## config.mk

```make
export PLATFORM = sky130hd
export DESIGN_NAME = ifq_prefetch
export DESIGN_NICKNAME = d
export VERILOG_FILES = /design/src/rtl/ifq_pkg.sv /design/src/rtl/ifq_byte_ring.sv /design/src/rtl/ifq_fetch_ctrl.sv /design/src/rtl/ifq_prefetch.sv
export SDC_FILE = /design/constraint.sdc
export NUM_CORES = 1
export LEC_CHECK = 0
export BUFFER_PORTS_ARGS = -buffer_cell sky130_fd_sc_hd__clkbuf_2
export CORE_MARGIN = 5
export CORE_UTILIZATION = 55
export DETAILED_ROUTE_END_ITERATION = 7
export HOLD_SLACK_MARGIN = 0.15
export PLACE_DENSITY = 0.77
export SYNTH_ARGS = -nofsm -noshare
export SYNTH_HDL_FRONTEND = slang
export SYNTH_SLANG_ARGS = --single-unit
```

## constraint.sdc

```tcl
create_clock -name clk -period 9.05 [get_ports clk]
set_input_delay 0.4525 -clock clk [delete_from_list [all_inputs] [get_ports clk]]
set_output_delay 0.4525 -clock clk [all_outputs]
set_load 0.01 [all_outputs]
```

## src/rtl/ifq_pkg.sv

```systemverilog
package ifq_pkg;

   // bytes delivered by one bus word
   localparam int unsigned IFQ_BUS_BYTES = 2;

   // phases of one bus read
   typedef enum logic [2:0] {
      PH_IDLE = 3'd0,
      PH_ADDR = 3'd1,
      PH_CMD  = 3'd2,
      PH_DATA = 3'd3,
      PH_DONE = 3'd4
   } bus_phase_e;

endpackage

```

## src/rtl/ifq_byte_ring.sv

```systemverilog
module ifq_byte_ring #(
   parameter int DEPTH  = 6,
   parameter int BYTE_W = 8,
   parameter int CNT_W  = $clog2(DEPTH + 1)
) (
   input  logic                  clk,
   input  logic                  rst_n,
   input  logic                  flush,
   input  logic                  push_lo,
   input  logic                  push_hi,
   input  logic [2*BYTE_W-1:0]   wdata,
   input  logic                  pop,
   output logic [BYTE_W-1:0]     rdata,
   output logic [CNT_W-1:0]      count
);
   localparam int PTR_W = (DEPTH > 1) ? $clog2(DEPTH) : 1;
   localparam int LANES = int'(ifq_pkg::IFQ_BUS_BYTES);

   logic [BYTE_W-1:0] slot_q [DEPTH];
   logic [PTR_W-1:0]  rd_q, wr_q;
   logic [CNT_W-1:0]  cnt_q;
   logic              pop_ok;
   logic [LANES-1:0]  lane_en;
   logic [BYTE_W-1:0] lane_byte [LANES];
   logic [PTR_W-1:0]  lane_idx  [LANES];
   int                n_push;

   function automatic logic [PTR_W-1:0] bump(input logic [PTR_W-1:0] p, input int n);
      int s;
      s = int'(p) + n;
      if (s >= DEPTH) s = s - DEPTH;
      return PTR_W'(s);
   endfunction

   assign pop_ok = pop && (cnt_q != '0);

   // lane 0 carries the first byte to append, lane 1 the second
   assign lane_en[0]   = push_lo | push_hi;
   assign lane_byte[0] = push_lo ? wdata[BYTE_W-1:0] : wdata[2*BYTE_W-1:BYTE_W];
   assign lane_en[1]   = push_lo & push_hi;
   assign lane_byte[1] = wdata[2*BYTE_W-1:BYTE_W];

   always_comb begin
      n_push = 0;
      for (int l = 0; l < LANES; l++) begin
         lane_idx[l] = bump(wr_q, l);
         if (lane_en[l]) n_push = n_push + 1;
      end
   end

   generate
      for (genvar s = 0; s < DEPTH; s++) begin : g_slot
         always_ff @(posedge clk) begin
            if (!rst_n) begin
               slot_q[s] <= '0;
            end else if (!flush) begin
               if (lane_en[0] && lane_idx[0] == PTR_W'(s))
                  slot_q[s] <= lane_byte[0];
               else if (lane_en[1] && lane_idx[1] == PTR_W'(s))
                  slot_q[s] <= lane_byte[1];
            end
         end
      end
   endgenerate

   always_ff @(posedge clk) begin
      if (!rst_n || flush) begin
         rd_q  <= '0;
         wr_q  <= '0;
         cnt_q <= '0;
      end else begin
         if (pop_ok) rd_q <= bump(rd_q, 1);
         wr_q  <= bump(wr_q, n_push);
         cnt_q <= CNT_W'(int'(cnt_q) + n_push - (pop_ok ? 1 : 0));
      end
   end

   assign rdata = slot_q[rd_q];
   assign count = cnt_q;

   initial begin
      assert (DEPTH >= LANES) else $error("ifq_byte_ring: DEPTH below one bus word");
      assert (CNT_W >= $clog2(DEPTH + 1)) else $error("ifq_byte_ring: CNT_W too narrow");
   end

   // occupancy never exceeds capacity
   a_r8_no_overflow: assert property (@(posedge clk) disable iff (!rst_n)
      int'(cnt_q) <= DEPTH);

   // a flush leaves the ring empty
   a_r9_flush_empties: assert property (@(posedge clk) disable iff (!rst_n)
      flush |=> (cnt_q == '0));

   // an ignored pop on empty leaves occupancy unchanged when nothing is appended
   a_r7_empty_pop_inert: assert property (@(posedge clk) disable iff (!rst_n)
      (cnt_q == '0 && pop && !lane_en[0] && !flush) |=> (cnt_q == '0));

endmodule

```

## src/rtl/ifq_fetch_ctrl.sv

```systemverilog
module ifq_fetch_ctrl
   import ifq_pkg::*;
#(
   parameter int DEPTH     = 6,
   parameter int MIN_FREE  = 2,
   parameter int SEG_W     = 16,
   parameter int SEG_SHIFT = 4,
   parameter int CNT_W     = $clog2(DEPTH + 1),
   parameter int ADDR_W    = SEG_W + SEG_SHIFT
) (
   input  logic              clk,
   input  logic              rst_n,
   input  logic [CNT_W-1:0]  count,
   input  logic              mem_ready,
   input  logic              redir_valid,
   input  logic [SEG_W-1:0]  redir_seg,
   input  logic [SEG_W-1:0]  redir_off,
   output logic              mem_req,
   output logic [ADDR_W-1:0] mem_addr,
   output logic              push_lo,
   output logic              push_hi
);
   bus_phase_e        ph_q, ph_d;
   logic [SEG_W-1:0]  seg_q, off_q;
   logic [ADDR_W-1:0] addr_q;
   logic              stale_q;
   logic              room, done, keep, in_flight;

   function automatic logic [ADDR_W-1:0] phys(input logic [SEG_W-1:0] sg,
                                              input logic [SEG_W-1:0] of);
      return {sg, SEG_SHIFT'(0)} + ADDR_W'(of);
   endfunction

   assign room      = (DEPTH - int'(count)) >= MIN_FREE;
   assign done      = (ph_q == PH_DATA) && mem_ready;
   assign in_flight = (ph_q == PH_ADDR) || (ph_q == PH_CMD) || (ph_q == PH_DATA);
   assign keep      = done && !stale_q && !redir_valid;
   assign push_hi   = keep;
   assign push_lo   = keep && !addr_q[0];

   always_comb begin
      ph_d = ph_q;
      case (ph_q)
         PH_IDLE, PH_DONE: ph_d = (!redir_valid && room) ? PH_ADDR : PH_IDLE;
         PH_ADDR:          ph_d = PH_CMD;
         PH_CMD:           ph_d = PH_DATA;
         PH_DATA:          ph_d = mem_ready ? PH_DONE : PH_DATA;
         default:          ph_d = PH_IDLE;
      endcase
   end

   always_ff @(posedge clk) begin
      if (!rst_n) begin
         ph_q    <= PH_IDLE;
         seg_q   <= '1;
         off_q   <= '0;
         addr_q  <= phys('1, '0);
         stale_q <= 1'b0;
      end else begin
         ph_q <= ph_d;
         if (ph_d == PH_ADDR) addr_q <= phys(seg_q, off_q);
         if (redir_valid) begin
            seg_q <= redir_seg;
            off_q <= redir_off;
         end else if (keep) begin
            off_q <= off_q + (addr_q[0] ? SEG_W'(1) : SEG_W'(2));
         end
         if (done)                           stale_q <= 1'b0;
         else if (redir_valid && in_flight)  stale_q <= 1'b1;
      end
   end

   assign mem_req  = (ph_q == PH_ADDR);
   assign mem_addr = addr_q;

   initial begin
      assert (MIN_FREE >= int'(IFQ_BUS_BYTES)) else $error("ifq_fetch_ctrl: MIN_FREE below one word");
      assert (MIN_FREE <= DEPTH) else $error("ifq_fetch_ctrl: MIN_FREE above DEPTH");
   end

   // request strobe lasts a single cycle
   a_r3_req_single: assert property (@(posedge clk) disable iff (!rst_n)
      mem_req |=> !mem_req);

   // address held through the rest of the read
   a_r2_addr_held: assert property (@(posedge clk) disable iff (!rst_n)
      (ph_q == PH_CMD || ph_q == PH_DATA || ph_q == PH_DONE) |-> $stable(mem_addr));

   // a read is only under way with room for a word
   a_r4_start_room: assert property (@(posedge clk) disable iff (!rst_n)
      mem_req |-> (int'(count) <= DEPTH - MIN_FREE));

   // no read starts on the redirect edge
   a_r9_no_start: assert property (@(posedge clk) disable iff (!rst_n)
      redir_valid |=> !mem_req);

   // a read cut off by a redirect never appends
   a_r10_stale_drop: assert property (@(posedge clk) disable iff (!rst_n)
      stale_q |-> !push_hi);

endmodule

```

## src/rtl/ifq_prefetch.sv

```systemverilog
module ifq_prefetch #(
   parameter int DEPTH     = 6,
   parameter int MIN_FREE  = 2,
   parameter int BYTE_W    = 8,
   parameter int SEG_W     = 16,
   parameter int SEG_SHIFT = 4
) (
   input  logic                        clk,
   input  logic                        rst_n,
   output logic                        mem_req,
   output logic [SEG_W+SEG_SHIFT-1:0]  mem_addr,
   input  logic                        mem_ready,
   input  logic [2*BYTE_W-1:0]         mem_rdata,
   output logic                        deq_valid,
   output logic [BYTE_W-1:0]           deq_byte,
   input  logic                        deq_ready,
   input  logic                        redir_valid,
   input  logic [SEG_W-1:0]            redir_seg,
   input  logic [SEG_W-1:0]            redir_off
);
   localparam int CNT_W  = $clog2(DEPTH + 1);
   localparam int ADDR_W = SEG_W + SEG_SHIFT;

   logic [CNT_W-1:0] count;
   logic             push_lo, push_hi, pop;

   assign deq_valid = (count != '0);
   assign pop       = deq_valid && deq_ready;

   ifq_fetch_ctrl #(
      .DEPTH(DEPTH), .MIN_FREE(MIN_FREE), .SEG_W(SEG_W),
      .SEG_SHIFT(SEG_SHIFT), .CNT_W(CNT_W), .ADDR_W(ADDR_W)
   ) u_ctrl (
      .clk(clk), .rst_n(rst_n), .count(count), .mem_ready(mem_ready),
      .redir_valid(redir_valid), .redir_seg(redir_seg), .redir_off(redir_off),
      .mem_req(mem_req), .mem_addr(mem_addr), .push_lo(push_lo), .push_hi(push_hi)
   );

   ifq_byte_ring #(
      .DEPTH(DEPTH), .BYTE_W(BYTE_W), .CNT_W(CNT_W)
   ) u_ring (
      .clk(clk), .rst_n(rst_n), .flush(redir_valid), .push_lo(push_lo),
      .push_hi(push_hi), .wdata(mem_rdata), .pop(pop), .rdata(deq_byte),
      .count(count)
   );

   initial begin
      assert (SEG_SHIFT > 0 && SEG_W > 0) else $error("ifq_prefetch: bad address widths");
      assert (BYTE_W > 0) else $error("ifq_prefetch: bad byte width");
   end

endmodule

```

==> flow_metrics.env, run 1 <==
export IMPL_hold_end="u_ctrl.seg_q[9]"
export IMPL_gp_congestion=0.831
export IMPL_ioPinCount=83
export IMPL_synth_top_area_frac=0.227
export IMPL_fin_skew_ns=0.00694
export IMPL_crit_slowest_cell="o21ai_0"
export IMPL_cts_buffer_depth=2
export IMPL_yosysSeqAreaShare=0.442
export IMPL_portBuffers=82
export IMPL_core_area_um2=11400
export IMPL_dieArea_um2=13800
export IMPL_post_synth_num_cell_types=59
export IMPL_required_ns=9.07
export IMPL_timing_hold_violations_final=0
export IMPL_die_w_um=117
export IMPL_antenna_cells=0
export IMPL_fin_setup_tns_ns=0
export IMPL_hold_path_class="input port to register"
export IMPL_drtPass1Iterations=5
export IMPL_start_util=0.558
export IMPL_ctsHoldBuffers=0
export IMPL_dp_cells=824
export IMPL_grt_util_met2=0.405
export IMPL_via_count=5243
export IMPL_ant_nets=0
export IMPL_n_fill_cell=889
export IMPL_slew_headroom=0.144
export IMPL_drt_total_wl_um=15900
export IMPL_drive_above_1_share=0.195
export IMPL_synth_edf_count=48
export IMPL_syn_avg_cell_area_um2=10.2
export IMPL_netlist_instances=625
export IMPL_worst_ir_drop_vdd_uv=116
export IMPL_globalRouteMet1Util=0.273
export IMPL_fp_dieH_um=117
export IMPL_async_flop_share=0
export IMPL_p_leak_nw=3.01
export IMPL_worstSkewPairLatency_ns=0.42
export IMPL_grt_pass1_vias=5175
export IMPL_min_path_cells=3
export IMPL_antenna_found_initial=0
export IMPL_setup_viol=0
export IMPL_critPathArrivalTime_ns=3.59
export IMPL_cp_max_fo=17
export IMPL_path_class="register to register"
export IMPL_slowest_delay_ns=1.02
export IMPL_hold_start="redir_seg[9]"
export IMPL_grt_usage=0.230
export IMPL_period_minus_slack_ns=3.57
export IMPL_reg2reg_to="u_ring.slot_q[3][3]"
export IMPL_worst_slew_pin_slew_ns=1.27
export IMPL_ff2ff_setup_slack_ns=5.48
export IMPL_dominantRegCellSynth="dfxtp_1"
export IMPL_synth_warnings=0
export IMPL_period_share=0.395
export IMPL_yosys_top_cells_area="edfxtp_1 (23%), dfxtp_1 (21%), a22o_1 (6.6%), ha_1 (5.3%), mux2i_1 (4.1%)"
export IMPL_cap_violations=0
export IMPL_rsz0062_at_grt="no"
export IMPL_synth_seq_cells=116
export IMPL_rows=39
export IMPL_synth_area_leader_cell="edfxtp_1"
export IMPL_cts_tree="yes"
export IMPL_post_cts_buffers=0
export IMPL_clkSinkCount=116
export IMPL_overflow=0
export IMPL_final_cell_count_no_fill=856
export IMPL_netlist_area_um2=6350
export IMPL_grt_first_pass_wirelength_um=25900
export IMPL_max_freq_mhz=280
export IMPL_status="complete, no violations"
export IMPL_cp_start_kind="register"
export IMPL_syn_nets=709
export IMPL_use_met3=0.0476
export IMPL_rr_startpoint="u_ring.wr_q[0]"
export IMPL_area_delta_synth_final_pct=16.4
export IMPL_wl_per_cell_um=18.6
export IMPL_critPathCaptureType="register"
export IMPL_cts_buffers=17
export IMPL_post_cts_resized=0
export IMPL_routed_via_density=6.13
export IMPL_drc_errors=0
export IMPL_powerDensity_nw_per_um2=188
export IMPL_busiest_layer="met2"
export IMPL_grt_max_degree=56
export IMPL_crit_chain="ha_1, xnor2_1, a31oi_1, or3_1, nand2b_1, a21boi_0, o21ai_0"
export IMPL_cts_clk_slew_worst_paths_ns=0.05
export IMPL_root_buffer="clkbuf_16"
export IMPL_rr_worst_depth=7
export IMPL_hpwl_um=11400
export IMPL_maxSlewViolCount=0
export IMPL_htree_levels=4
export IMPL_dr_first_iter_drc_count=396
export IMPL_nets=784
==> metal layers <==
metal | part of all wire | vias up
met5 | 0 | -
met1 | 0.40 | 2540
met2 | 0.51 | 196
li1 | - | 2474
met3 | 0.067 | 33
met4 | 0.023 | 0
==> registers in the layout, summed over array words and instances (netlist names), named ones only <==
| register | cells |
|---|---|
| u_ctrl.ph_q | 3 |
| u_ring.rd_q | 3 |
| u_ctrl.stale_q | 1 |
| u_ctrl.off_q | 16 |
| u_ctrl.seg_q | 16 |
| u_ring.wr_q | 3 |
| u_ring.count | 3 |
| u_ctrl.mem_addr | 20 |
| u_ring.slot_q | 48 |
==> cell usage in the layout, fill, tap and decap left out, types with 4 or more instances in the layout <==
master and count:
clkbuf_2 82, dfxtp_1 68, nand2_1 65, a21oi_1 48, a22o_1 48, edfxtp_1 48
nor2_1 45, o21ai_0 27, ha_1 27, mux2i_1 26, inv_1 20, clkbuf_16 18
nand3_1 17, xor2_1 14, xnor2_1 12, o211ai_1 10, nand2b_1 8, mux4_2 8
nand4_1 8, nor3_1 7, and3_1 7, nor2b_1 6, a22oi_1 6, clkbuf_1 6
or3_1 5, a21o_1 5, clkbuf_8 5, nor3b_1 4, nor4_4 4, a31oi_1 4
fa_1 4
==> Yosys cell counts (6+ instances only) <==
cell,number
dfxtp_1,68
nand2_1,65
a21oi_1,48
a22o_1,48
edfxtp_1,48
nor2_1,45
o21ai_0,29
ha_1,27
mux2i_1,26
inv_1,20
clkbuf_1,17
nand3_1,17
xor2_1,14
xnor2_1,12
o211ai_1,10
mux4_2,8
nand2b_1,8
nand4_1,8
and3_1,7
buf_2,7
nor3_1,7
a22oi_1,6
nor2b_1,6
==> worst max-delay path: cells and delay by family, from the launching register on <==
family | cells | cell delay [ns]
compound gates | 3 | 1.24
simple gates | 2 | 0.55
fa+ha+maj | 1 | 0.42
xor+xnor | 1 | 0.16
flops | 1 | 0.81
==> power by group <==
part / internal (W) / switching, W
clock: 0.000401 / 0.000219
combinational: 0.0000676 / 0.000104
sequential: 0.000574 / 0.0000212
total: 0.00104 / 0.000343
==> worst max-delay path by stage <==
stage / slack (ns) / end / cells after the start / startpoint
6_report: 5.48 / u_ring.slot_q[3][3] / 7 / u_ring.wr_q[0]
3_3_place_gp: 5.27 / u_ring.slot_q[3][7] / 7 / redir_valid
2_1_floorplan: 6.14 / u_ring.slot_q[2][0] / 8 / u_ring.wr_q[1]
5_1_grt: 5.23 / u_ring.slot_q[3][3] / 7 / u_ring.wr_q[0]
3_5_place_dp: 5.09 / u_ring.slot_q[3][7] / 7 / redir_valid
4_1_cts: 5.46 / u_ring.slot_q[3][3] / 7 / u_ring.wr_q[0]
==> per-stage QoR <==
step | cell area [um2] | utilization | power, W | worst slack (ns) | hold slack [ns]
2_1_floorplan | 6350 | - | 0.000709 | 6.14 | 0.445
4_1_cts | 7390 | 0.650 | 0.00139 | 5.46 | 0.250
6_report | 7390 | 0.650 | 0.00139 | 5.48 | 0.251
3_3_place_gp | 6830 | 0.601 | 0.000766 | 5.27 | 0.450
5_1_grt | 7390 | 0.650 | 0.00144 | 5.23 | 0.261
3_5_place_dp | 6830 | 0.601 | 0.000773 | 5.09 | 0.459
==> cell type report <==
class	instances	area (um2)	area share
clock buffer	29	542	0.0733
tap	143	179	0.0242
clock inverter	3	15.0	0.00203
inverter	21	78.8	0.0107
sequential	116	2800	0.379
timing repair buffer	84	425	0.0576
multi-input combinational	460	3340	0.453
==> kinds of logic after synthesis <==
| kind of cell | count (synthesis) | synth area share |
|---|---|---|
| adders and majority gates | 31 | 0.0658 |
| buffers and inverters | 49 | 0.0315 |
| and+or+nand+nor | 190 | 0.158 |
| AOI/OAI and AO/OA | 177 | 0.194 |
| muxes | 36 | 0.0729 |
| xor gates and xnor gates | 26 | 0.0359 |
| DFF | 116 | 0.442 |
(Power assumes the default switching activity.)
==> run 2: changes to the inputs <==
- CORE_UTILIZATION: 55 -> 53
- clock period: 9.05 -> 2.94 ns (I/O delays scaled with it)
==> run 2 against run 1 <==
Sequential power grew to 3.1 times the previous value. Critical path depth stayed put. Register-to-register slack worse by 5.3 ns. Largest power group unchanged. Combinational power grew to 3.5 times the previous value. Hold slack worse by 0.088 ns. Sequential cell count stayed put. Non-clock buffer count is 63 higher. Critical endpoint is now u_ring.slot_q[5][4]. Maximum frequency is 31% higher. Clock power grew to 3.5 times the previous value. Routed wire length is 7.5% higher. Utilization is 2.9 points higher.
==> flow_metrics.env, run 2 (synthesized netlist as in run 1, its figures left out) <==
export IMPL_setup_viol=0
export IMPL_max_freq_mhz=366
export IMPL_critPathArrivalTime_ns=3.02
export IMPL_wl_per_cell_um=18.5
export IMPL_slew_headroom=0.568
export IMPL_ant_nets=0
export IMPL_final_util=0.679
export IMPL_grt_pass1_vias=5828
export IMPL_worst_ir_drop_vdd_uv=496
export IMPL_fp_dieH_um=119
export IMPL_worst_slew_pin_slew_ns=0.645
export IMPL_area_delta_synth_final_pct=26.8
export IMPL_grt_usage=0.246
export IMPL_final_cell_count_no_fill=923
export IMPL_status="complete, no violations"
export IMPL_ff2ff_setup_slack_ns=0.21
export IMPL_period_share=0.929
export IMPL_powerDensity_nw_per_um2=568
export IMPL_hold_end="u_ring.rd_q[1]"
export IMPL_hold_start="deq_ready"
export IMPL_layout_commonest_cell="clkbuf_2"
export IMPL_cts_buffers=17
export IMPL_grt_first_pass_wirelength_um=27900
export IMPL_antenna_found_initial=0
export IMPL_path_class="register to register"
export IMPL_post_cts_buffers=0
export IMPL_fin_skew_ns=0.00807
export IMPL_hpwl_um=11200
export IMPL_p_leak_nw=3.30
export IMPL_rr_worst_depth=7
export IMPL_dieArea_um2=14300
export IMPL_dr_first_iter_drc_count=513
export IMPL_timing_hold_violations_final=0
export IMPL_required_ns=3.23
export IMPL_drc_errors=0
export IMPL_routed_via_density=5.99
export IMPL_cts_buffer_depth=2
export IMPL_gp_congestion=0.843
export IMPL_period_minus_slack_ns=2.73
export IMPL_top_register="u_ring.slot_q"
export IMPL_portBuffers=82
export IMPL_overflow=0
export IMPL_clkSinkCount=116
export IMPL_cp_start_kind="register"
export IMPL_hold_slack_ns=0.163
export IMPL_die_w_um=119
export IMPL_via_count=5525
export IMPL_drt_total_wl_um=17100
export IMPL_hold_path_class="input port to register"
export IMPL_grt_max_degree=55
export IMPL_min_path_cells=4
export IMPL_ioPinCount=83
export IMPL_rsz0062_at_grt="no"
export IMPL_cp_max_fo=9
export IMPL_dp_cells=842
export IMPL_cap_violations=0
export IMPL_core_area_um2=11900
export IMPL_htree_levels=4
export IMPL_rows=40
export IMPL_start_util=0.535
export IMPL_root_buffer="clkbuf_16"
export IMPL_largest_reg_flops=48
export IMPL_fin_setup_tns_ns=0
export IMPL_worstSkewPairLatency_ns=0.42
export IMPL_antenna_cells=0
export IMPL_cts_tree="yes"
export IMPL_critPathCaptureType="register"
export IMPL_reg2reg_to="u_ring.slot_q[5][4]"
export IMPL_drive_above_1_share=0.204
export IMPL_rr_startpoint="u_ring.wr_q[1]"
export IMPL_maxSlewViolCount=0
export IMPL_nets=847
export IMPL_cts_clk_slew_worst_paths_ns=0.05
export IMPL_final_cell_mix="clkbuf_2 (82), dfxtp_1 (66), nand2_1 (65)"
export IMPL_drtPass1Iterations=5
==> run 2: cell types whose count changed in the layout (fill, tap and decap cells not counted), moves of 4 or more <==
cell,previous run,this run
buf_4,2,16
bufinv_16,0,4
clkbuf_1,6,0
clkbuf_8,5,0
clkinv_1,0,4
clkinvlp_4,0,4
dlygate4sd3_1,0,49
==> run 2: what timing repair did <==
| item | in CTS | in global routing |
|---|---|---|
| endpoints found under the hold margin | 63 | 1 |
| resized for setup | 0 | 3 |
| hold buffers | 48 | 1 |
| endpoints found under the setup margin | 0 | 11 |
==> run 2: area by class of cell <==
type | count | area [um2]
clock inverters | 15 | 188
well taps | 147 | 184
clock buffers | 17 | 425
multi-input cells | 460 | 3350
flip-flops and latches | 116 | 2810
inverters | 21 | 78.8
fillers | 858 | 3810
repair buffers | 147 | 1020
==> run 2: through the flow <==
step                area [um2]  worst slack, ns  power, W
floorplan                 6350           0.0271   0.00218
global placement          6940            0.336   0.00237
detailed placement        6940            0.258   0.00238
CTS                       8030           0.0825   0.00457
global route              8050           0.0565   0.00474
finish                    8050            0.209   0.00457
==> run 2: how the worst max path moves through the flow <==
stage / from / end / slack (ns) / cells after the start
after floorplan: u_ring.wr_q[1] / u_ring.slot_q[2][0] / 0.03 / 8
after global placement: u_ring.wr_q[1] / u_ring.slot_q[2][1] / 0.34 / 9
after detailed placement: u_ring.wr_q[1] / u_ring.slot_q[2][2] / 0.26 / 9
after CTS: u_ring.wr_q[1] / u_ring.slot_q[5][4] / 0.08 / 7
after global routing: u_ctrl.ph_q[1] / u_ring.wr_q[2] / 0.06 / 10
final: u_ring.wr_q[1] / u_ring.slot_q[5][4] / 0.21 / 7
==> run 2: worst max-delay path: stages, from the launching register on <==
cell and delay (ns):
dfxtp_2 0.42, ha_2 0.31, mux2_2 0.35, o22ai_1 0.32, nand2_1 0.16, a21oi_4 0.31, a22o_1 0.19, dlygate4sd3_1 0.54
==> run 2: per-layer routing <==
layer  wire length (um)  GRT usage  up-vias
met4                771      0.134        0
met1               6620      0.277     2600
met2               8610      0.424      255
li1                   -          -     2606
met5                  0          0        -
met3               1110     0.0641       64
==> run 2: power breakdown <==
group / switching, W / internal (W) / total [W]
Sequential: 0.0000651 / 0.00176 / 0.00183
Combinational: 0.000335 / 0.000258 / 0.000593
Clock: 0.000745 / 0.00140 / 0.00215
Total: 0.00114 / 0.00343 / 0.00457
